<file path="src/rtl/sq_pkg.sv">
// Shared widths and the queue entry layout for the stack access queue.
// Assumes offsets are byte offsets that are multiples of 4.
package sq_pkg;
    localparam int OFS_W  = 8;
    localparam int DATA_W = 32;
    localparam int TAG_W  = 4;
    localparam int WORD_B = 4;

    typedef struct packed {
        logic              store;  // 1 = store, 0 = load
        logic              live;   // offset still comparable under current SP
        logic              brk;    // first entry after an SP change
        logic [OFS_W-1:0]  ofs;
        logic [DATA_W-1:0] data;
        logic [TAG_W-1:0]  tag;
    } sq_entry_t;
endpackage

</file>
<file path="src/rtl/stq_fwd_lookup.sv">
// Searches the queued entries for live stores whose offset equals the
// lookup offset and returns the youngest one's data. Assumes entries
// are held in a circular buffer addressed from head, count entries long.
module stq_fwd_lookup
    import sq_pkg::*;
#(
    parameter int DEPTH = 8,
    localparam int PTR_W = $clog2(DEPTH),
    localparam int CNT_W = $clog2(DEPTH + 1)
) (
    input  sq_entry_t [DEPTH-1:0] ents,
    input  logic [PTR_W-1:0]      head,
    input  logic [CNT_W-1:0]      count,
    input  logic [OFS_W-1:0]      ofs,
    input  logic                  kill,
    output logic                  hit,
    output logic [DATA_W-1:0]     data
);
    sq_entry_t [DEPTH-1:0] by_age;
    logic      [DEPTH-1:0] match;

    // Per-age match flags, index 0 is the oldest entry.
    for (genvar g = 0; g < DEPTH; g++) begin : g_age
        assign by_age[g] = ents[head + PTR_W'(g)];
        assign match[g]  = (CNT_W'(g) < count) && by_age[g].store &&
                           by_age[g].live && (by_age[g].ofs == ofs);
    end

    // Youngest match wins; an SP change this cycle suppresses all.
    always_comb begin
        hit  = 1'b0;
        data = '0;
        for (int i = 0; i < DEPTH; i++) begin
            if (match[i]) begin
                hit  = 1'b1;
                data = by_age[i].data;
            end
        end
        if (kill) begin
            hit  = 1'b0;
            data = '0;
        end
    end
endmodule

</file>
<file path="src/rtl/stq_retire.sv">
// Decides what the oldest entry does when the cache port is granted: a
// load goes to the read port, a store to the write port, and two
// ascending word-adjacent stores from one SP epoch share one write.
module stq_retire
    import sq_pkg::*;
#(
    parameter int DEPTH = 8,
    localparam int CNT_W = $clog2(DEPTH + 1)
) (
    input  sq_entry_t           head_e,
    input  sq_entry_t           next_e,
    input  logic [CNT_W-1:0]    count,
    input  logic                mem_ready,
    output logic                rd_valid,
    output logic [OFS_W-1:0]    rd_ofs,
    output logic [TAG_W-1:0]    rd_tag,
    output logic                wr_valid,
    output logic                wr_pair,
    output logic [OFS_W-1:0]    wr_ofs,
    output logic [2*DATA_W-1:0] wr_data,
    output logic [1:0]          pop_n
);
    logic go;
    logic adjacent;

    // Upper store must sit one word above the lower, without wrapping.
    assign adjacent = ({1'b0, head_e.ofs} + (OFS_W + 1)'(WORD_B)) == {1'b0, next_e.ofs};
    assign go       = mem_ready && (count != '0);

    // Port selection and pop count for this cycle.
    always_comb begin
        rd_valid = go && !head_e.store;
        wr_valid = go && head_e.store;
        wr_pair  = wr_valid && (count >= CNT_W'(2)) && next_e.store &&
                   !next_e.brk && adjacent;
        rd_ofs   = head_e.ofs;
        rd_tag   = head_e.tag;
        wr_ofs   = head_e.ofs;
        wr_data  = {wr_pair ? next_e.data : {DATA_W{1'b0}}, head_e.data};
        pop_n    = wr_pair ? 2'd2 : (go ? 2'd1 : 2'd0);
    end
endmodule

</file>
<file path="src/rtl/stack_access_queue.sv">
// Stack access queue: an in-order circular buffer of stack-relative
// loads and stores. Loads are forwarded from the youngest live store at
// enqueue; the rest drain in order through one cache port per cycle.
// Assumes offsets are word aligned and one enqueue per cycle at most.
module stack_access_queue
    import sq_pkg::*;
#(
    parameter int DEPTH = 8,
    localparam int PTR_W = $clog2(DEPTH),
    localparam int CNT_W = $clog2(DEPTH + 1)
) (
    input  logic                clk,
    input  logic                rst_n,
    input  logic                sp_change,
    input  logic                enq_valid,
    output logic                enq_ready,
    input  logic                enq_store,
    input  logic [OFS_W-1:0]    enq_ofs,
    input  logic [DATA_W-1:0]   enq_data,
    input  logic [TAG_W-1:0]    enq_tag,
    input  logic                mem_ready,
    output logic                rd_valid,
    output logic [OFS_W-1:0]    rd_ofs,
    output logic [TAG_W-1:0]    rd_tag,
    output logic                wr_valid,
    output logic                wr_pair,
    output logic [OFS_W-1:0]    wr_ofs,
    output logic [2*DATA_W-1:0] wr_data,
    output logic                res_valid,
    output logic [TAG_W-1:0]    res_tag,
    output logic [DATA_W-1:0]   res_data
);
    sq_entry_t [DEPTH-1:0] q_mem;
    logic [PTR_W-1:0]      head_q;
    logic [CNT_W-1:0]      count_q;
    logic                  pend_brk_q;
    logic                  fwd_hit;
    logic [DATA_W-1:0]     fwd_data;
    logic [1:0]            pop_n;
    logic                  accept;
    logic                  alloc;
    logic [PTR_W-1:0]      tail;

    assign enq_ready = (count_q < CNT_W'(DEPTH));
    assign accept    = enq_valid && enq_ready;
    assign alloc     = accept && (enq_store || !fwd_hit);
    assign tail      = head_q + count_q[PTR_W-1:0];

    stq_fwd_lookup #(.DEPTH(DEPTH)) u_lookup (
        .ents  (q_mem),
        .head  (head_q),
        .count (count_q),
        .ofs   (enq_ofs),
        .kill  (sp_change),
        .hit   (fwd_hit),
        .data  (fwd_data)
    );

    stq_retire #(.DEPTH(DEPTH)) u_retire (
        .head_e    (q_mem[head_q]),
        .next_e    (q_mem[head_q + PTR_W'(1)]),
        .count     (count_q),
        .mem_ready (mem_ready),
        .rd_valid  (rd_valid),
        .rd_ofs    (rd_ofs),
        .rd_tag    (rd_tag),
        .wr_valid  (wr_valid),
        .wr_pair   (wr_pair),
        .wr_ofs    (wr_ofs),
        .wr_data   (wr_data),
        .pop_n     (pop_n)
    );

    // Entry storage: SP change retires liveness, new entry written at tail.
    always_ff @(posedge clk) begin
        if (sp_change) begin
            for (int i = 0; i < DEPTH; i++) begin
                q_mem[i].live <= 1'b0;
            end
        end
        if (alloc) begin
            q_mem[tail] <= '{store: enq_store, live: 1'b1,
                             brk: sp_change || pend_brk_q, ofs: enq_ofs,
                             data: enq_data, tag: enq_tag};
        end
    end

    // Pointer, occupancy and pending-break bookkeeping.
    always_ff @(posedge clk) begin
        if (!rst_n) begin
            head_q     <= '0;
            count_q    <= '0;
            pend_brk_q <= 1'b0;
        end else begin
            head_q     <= head_q + PTR_W'(pop_n);
            count_q    <= count_q + CNT_W'(alloc) - CNT_W'(pop_n);
            if (alloc) begin
                pend_brk_q <= 1'b0;
            end else if (sp_change) begin
                pend_brk_q <= 1'b1;
            end
        end
    end

    // Forwarded load result, one cycle after the load is offered.
    always_ff @(posedge clk) begin
        if (!rst_n) begin
            res_valid <= 1'b0;
            res_tag   <= '0;
            res_data  <= '0;
        end else begin
            res_valid <= accept && !enq_store && fwd_hit;
            res_tag   <= enq_tag;
            res_data  <= fwd_data;
        end
    end

    p_count_bound_r10: assert property (@(posedge clk) disable iff (!rst_n)
        count_q <= CNT_W'(DEPTH));

    p_full_hold_r10: assert property (@(posedge clk) disable iff (!rst_n)
        (count_q == CNT_W'(DEPTH) && !wr_valid && !rd_valid)
            |=> (count_q == CNT_W'(DEPTH)));

    p_port_excl_r11: assert property (@(posedge clk) disable iff (!rst_n)
        $onehot0({wr_valid, rd_valid}));

    p_no_grant_idle_r11: assert property (@(posedge clk) disable iff (!rst_n)
        !mem_ready |-> (!wr_valid && !rd_valid));

    p_res_from_load_r2: assert property (@(posedge clk) disable iff (!rst_n)
        res_valid |-> $past(enq_valid && enq_ready && !enq_store));

    p_pair_needs_two_r6: assert property (@(posedge clk) disable iff (!rst_n)
        wr_pair |-> (count_q >= CNT_W'(2)));
endmodule

</file>
<file path="config.mk">
export PLATFORM = sky130hd
export DESIGN_NAME = stack_access_queue
export DESIGN_NICKNAME = d
export VERILOG_FILES = /design/src/rtl/sq_pkg.sv /design/src/rtl/stq_fwd_lookup.sv /design/src/rtl/stq_retire.sv /design/src/rtl/stack_access_queue.sv
export SDC_FILE = /design/constraint.sdc
export NUM_CORES = 1
export LEC_CHECK = 0
export BUFFER_PORTS_ARGS = -buffer_cell sky130_fd_sc_hd__clkbuf_2
export CAP_MARGIN = 20
export CORE_AREA = 5 5 352 354
export DETAILED_ROUTE_END_ITERATION = 7
export DIE_AREA = 0 0 357 359
export GPL_ROUTABILITY_DRIVEN = 1
export PLACE_DENSITY = 0.51
export REMOVE_ABC_BUFFERS = 1
export SKIP_LAST_GASP = 1
export SYNTH_ARGS = -nofsm -noshare
export SYNTH_HDL_FRONTEND = slang
export SYNTH_SLANG_ARGS = --single-unit
</file>
<file path="constraint.sdc">
create_clock -name clk -period 8.4 [get_ports clk]
set_input_delay 2.52 -clock clk [delete_from_list [all_inputs] [get_ports clk]]
set_output_delay 2.52 -clock clk [all_outputs]
set_load 0.1 [all_outputs]
</file>
---- Word-level counts from Yosys, hierarchy flattened ----
Cells that the tools add are included.
word-level totals
  bits in registers ....................... 421
  input port bits ......................... 50
cells by class
  $add $sub $neg .......................... 12
  magnitude comparators ................... 20
  eq/ne operators ......................... 9
  muxes and demuxes ....................... 48
  bitwise gates (word level) .............. 1
  reductions and logical operators ........ 45
operators with widths
  kind                 count
  $bmux 47 s3          8
  $mux 47              9
  $bwmux 376           1
  $mux 375             1
  $mux 32              9
  $demux 47 s3         1
  $eq 8x8->1           8
  $logic_and 1x1->1    36
  $lt 3x4->1 const B   9
  $mux 1               18
  $lt 3x4->1 const A   4
  $add 3x3->3 const B  4
  $add 8x3->9 const B  1
  $eq 9x8->1           1
  $lt 1x4->1 const A   2
  $lt 2x4->1 const A   2
  $add 3x2->3 const B  2
  $add 4x1->4          1
  $ge 4x2->1 const B   1
  $logic_not 1->1      4
  $lt 4x4->1 const B   1
  $reduce_bool 4->1    1
  $reduce_or 2->1      2
  $sub 4x2->4          1
  7 further kinds      8

---- Depth between registers and ports, before layout ----
  word-level depth ........................ 19
  mapped depth ............................ 28
  depth with buffers taken out ............ 18

---- By module ----
A second synthesis with hierarchy kept.
second synthesis, totals
  cell total of the unflattened synthesis .. 2825
  area total of the unflattened synthesis .. 36712.7 um^2
by module, submodules not included
  module              times used  cells each  area an instance (um^2)  sequential area each (um^2)
  stack_access_queue  1           871         18585.3                  12111.6
  stq_fwd_lookup      1           1826        17125.2                  0.0
  stq_retire          1           128         1002.2                   0.0

---- Least setup slack after synthesis ----
No wires, ideal clock.
  kind .................................... input port to output port
  start point ............................. input port mem_ready
  end point ............................... output port wr_data[55]
  arrival ................................. 6083 ps
  setup slack ............................. -203 ps
  stages .................................. 7
  path through ............................ nand2_1 > nor2_1 > nand4_1 > a2111oi_0 > nand3_1 > buf_2 > nor2_1
between the ends
  word-level cells in the longest chain between the ends .. 7
ends and longest elaborated chain
  item                             RTL line                  text
  from (decl)                      stack_access_queue.sv:21  input logic mem_ready,
  $logic_and 1x1->1                stq_retire.sv:28          assign go = mem_ready && (count != '0);
  $logic_and 1x1->1                stq_retire.sv:33          wr_valid = go && head_e.store;
  net wr_valid                     stack_access_queue.sv:25  output logic wr_valid,
  $logic_and 1x1->1 (3 in series)  stq_retire.sv:34          wr_pair = wr_valid && (count >= CNT_W'(2)) && next_e.store &&
  $logic_and 1x1->1                stq_retire.sv:35          !next_e.brk && adjacent;
  $mux 32                          stq_retire.sv:39          wr_data = {wr_pair ? next_e.data : {DATA_W{1'b0}}, head_e.data};
  to (decl)                        stack_access_queue.sv:28  output logic [2*DATA_W-1:0] wr_data,
The timed path passes the listed nets, and every way through them passes these cells.

---- Worst setup path in the final report ----
  start point ............................. register head_q[0]
  end point ............................... output port wr_data[52]
between the ends
  word-level cells in the longest chain between the ends .. 8
  elaborated cells on any way between the ends .. 14
ends and longest elaborated chain
  item                                                                 RTL line                  text
  from (decl)                                                          stack_access_queue.sv:34  logic [PTR_W-1:0] head_q;
  from (signal assigned)                                               stack_access_queue.sv:95  head_q <= head_q + PTR_W'(pop_n);
  parallel branches: the longest is 7 deep, another holds $add 8x3->9  n/a
  $mux 32 (*)                                                          stq_retire.sv:39
Every way passes the cells marked *. The select of a mux whose other input is x is not followed.

==> summary.txt <==
Floorplanning
  – FP Rows: between 100 and 150
  – Die footprint: 0.128 sq mm
  – Starting Density: between 20% and 30%
  – Chip height: 359 microns
  – IO Count: between 150 and 200
  – Die W: 357 microns
  – Core Footprint: 0.121 sq mm

Placement
  – PortBufs: approximately 170
  – Placement Setup Slack: 1340 ps
  – Post-DP Area: 0.0328 sq mm
  – GP Congestion: 0.854
  – Dpl hpwl: 66.5 mm

Logic synthesis
  – Synth unique cells: 83
  – Syn_area_per_cell: roughly 13 sq um
  – Post-synth EDFFs: 368
  – Post-Syn Area: 0.0299 sq mm
  – Synth Register Bits: 421
  – Async SR Flop Fraction: 0%
  – Synth top area share: 37.0%
  – Synth area leaders: edfxtp_1 (37%), mux4_2 (26%), mux2i_1 (5.9%)
  – Sequential area share after synthesis: 40.5%
  – Post-synthesis cell count: 2247
  – Dominant cell type by area after synthesis: edfxtp_1
  – Ys Warns: 0
  – Prevailing post-synth register cell: edfxtp_1

Timing
  – Final WS setup: 729 ps
  – Max Fclk: 0.130 GHz
  – Fin crit share: 91.3%
  – Crit path time final: 7670 ps
  – Hold Fails Final Rpt: 0
  – Slew of the pin with the lowest slew margin: 1220 ps
  – RSZ-0062 raised after global routing: no
  – Finish-stage setup viols: 0
  – TNS Setup: 0 ps
  – Slew headroom: a little under a fifth
  – Skew final: 23.6 ps
  – Max Slew Vio Count: 0

Routing
  – Drt pass-1 iters: 6
  – DRC viols: 0
  – Via count: 21600
  – Final wirelength: 105 mm
  – Top Metal Used: met5
  – DRT antenna net count: 0
  – Drt wl/cell: 26.4 microns
  – Met1 Wirelength: 44.4 mm
  – Via density: 5.41
  – DRT iter0 DRCs: 2192
  – Routed wl met3: 7.92 mm
  – Met2 routed WL: 50.3 mm

Layout
  – P&R area growth vs syn: 16.2%
  – NumNets Final: approximately 2400
  – Share of cells above drive strength 1: 34.3%
  – Post-layout utilization of the core: 28.7%
  – Cell area after layout: 0.0347 sq mm
  – Fillers: 12300

Hold path
  – Hold_sp: q_mem[327]
  – Min-Delay Path Class: reg2reg

Status
  – Status: finished, final reports clean

Global routing
  – First-pass GRT wire length: roughly 150 mm
  – Largest net degree at the start of global routing: 137
  – Grt ovf: 0
  – Vias in the first global route: 21200
  – Initial antenna violation count: 11
  – Total GRT Usage: 15.9%

Clocking
  – CTS Buffer Depth: 3
  – CTS Buf Count: 53
  – Worst-path clk slew: 50 ps
  – Post-CTS Resized: 0
  – CTS tree: done
  – CTS H-tree lvls: 2
  – Setup Fix Bufs, Post-CTS: 0
  – CTS Hold Bufs: 0
  – Root Buffer: clkbuf_16
  – Skew-Pair Late Insertion Delay: around 640 ps
  – Clock tree sinks: 421

Worst setup path
  – Reg2reg start: head_q[1]
  – Setup Crit Path Kind: reg2out
  – WP data arrival: 5150 ps
  – CP Max Fanout: 52
  – Worst Setup End Kind: output port
  – Crit path launch: head_q[0]
  – Startpoint Class: register
  – Data required, critical path: 5880 ps

Pwr
  – Leak pwr: 0.0106 uW
  – Worst vdd ir: roughly 0.00028 V
  – Pwr dens: between 300 and 400 mW/mm^2

Run
  – Max-cap violations: 0
==> cell families (layout without fill, tap and decap cells) <==
logic type	count (synthesis)	count (layout)	share of synthesized area (%)
buffers and inverters	246	357	4.21
DFF	421	421	40.5
AOI/OAI and AO/OA	348	348	8.14
and+or+nand+nor	502	502	7.73
adders and majority gates	15	15	0.704
other	0	5	0
xor gates and xnor gates	88	88	2.67
muxes	627	627	36.0
==> routing by layer <==
metal  vias to the layer above  GRT usage (%)
met2                       925           25.9
li1                       9278              -
met4                         6           4.39
met3                       176           3.29
met1                     11200           21.4
met5                         -              0
==> layout make-up <==
type,count,area (sq um),area share (%)
inverter,27,101,0.292
timing repair buffer,233,1920,5.52
tap,1625,2030,5.86
clock inverter,26,363,1.05
clock buffer,71,1470,4.22
multi-input combinational,1580,16700,48.1
antenna,5,12.5,0.0361
sequential,421,12100,34.9
==> Yosys cell counts (13+ instances only) <==
master / n
o21ai_0: 69
nand3_1: 32
mux4_2: 346
and2_1: 15
buf_6: 14
buf_2: 88
xor2_1: 20
buf_4: 31
a211oi_1: 27
nand2_1: 228
o22ai_1: 23
mux2_2: 104
nand2b_1: 14
dfxtp_1: 53
nor2_1: 105
edfxtp_1: 368
o211ai_1: 13
a21oi_1: 34
and3_1: 25
o311ai_0: 24
buf_1: 21
xnor2_1: 66
mux2i_1: 175
clkbuf_1: 62
inv_1: 27
nor3_1: 22
a31oi_1: 51
==> registers in the layout, summed over array words and instances (netlist names) <==
name and count:
q_mem 376, count_q 4, pend_brk_q 1, head_q 3, res_tag 4, res_data 32, res_valid 1
==> worst max-delay path: stages, from the launching register on <==
cell and delay (ps):
dfxtp_4 830, inv_1 210, ha_4 730, mux4_2 610, mux2i_1 280, xor2_1 180
nor2_1 130, nand4_1 140, a2111oi_0 410, nand3_2 180, buf_4 300, nor2_1 260
buf_12 210
==> cell usage in the layout, fill, tap and decap left out, types with 8 or more instances in the layout <==
| cell type | netlist | layout |
|---|---|---|
| clkbuf_1 | 62 | 12 |
| o21ai_0 | 69 | 69 |
| a31oi_1 | 51 | 51 |
| o31ai_1 | 11 | 11 |
| nand2_1 | 228 | 227 |
| nor2b_1 | 11 | 11 |
| mux2_2 | 104 | 104 |
| xnor2_1 | 66 | 64 |
| a21oi_1 | 34 | 34 |
| o41ai_1 | 8 | 8 |
| nand3_1 | 32 | 29 |
| ha_1 | 12 | 11 |
| a211oi_1 | 27 | 27 |
| o22ai_1 | 23 | 23 |
| o31a_1 | 8 | 8 |
| o311ai_0 | 24 | 24 |
| o211ai_1 | 13 | 13 |
| xor2_1 | 20 | 18 |
| dfxtp_1 | 53 | 50 |
| nor4_1 | 9 | 9 |
| a22o_1 | 9 | 9 |
| inv_1 | 27 | 27 |
| mux2i_1 | 175 | 175 |
| mux4_2 | 346 | 346 |
| a311oi_1 | 8 | 8 |
| edfxtp_1 | 368 | 368 |
| nand2b_1 | 14 | 12 |
| buf_4 | 31 | 50 |
| clkbuf_16 | 0 | 54 |
| and2_1 | 15 | 15 |
| nand3b_1 | 8 | 8 |
| nor2_4 | 0 | 9 |
| clkbuf_2 | 3 | 141 |
| buf_12 | 0 | 40 |
| nor2_1 | 105 | 96 |
| and3_1 | 25 | 25 |
| nor3_1 | 22 | 21 |
| bufinv_16 | 0 | 8 |
==> worst paths after layout <==
check | end | slack (ps) | depth (start not counted)
min | q_mem[327] | 490 | 2
max | wr_data[52] | 730 | 12
min reg2reg | q_mem[327] | 490 | 2
max reg2reg | count_q[2] | 1850 | 17
==> power by group <==
| group | switching [uW] | internal, uW | total (uW) |
|---|---|---|---|
| clock | 937 | 1470 | 2410 |
| sequential | 324 | 2650 | 2980 |
| combinational | 4580 | 2780 | 7360 |
==> through the flow <==
stage          cells  total power, uW  hold slack, ps
2_1_floorplan   2028             8870             450
3_3_place_gp    3884            10400             482
3_5_place_dp    3884            10400             485
4_1_cts         3981            12900             493
5_1_grt         3985            13400             515
6_report        3988            12700             489
Power figures use the tool's default switching activity.
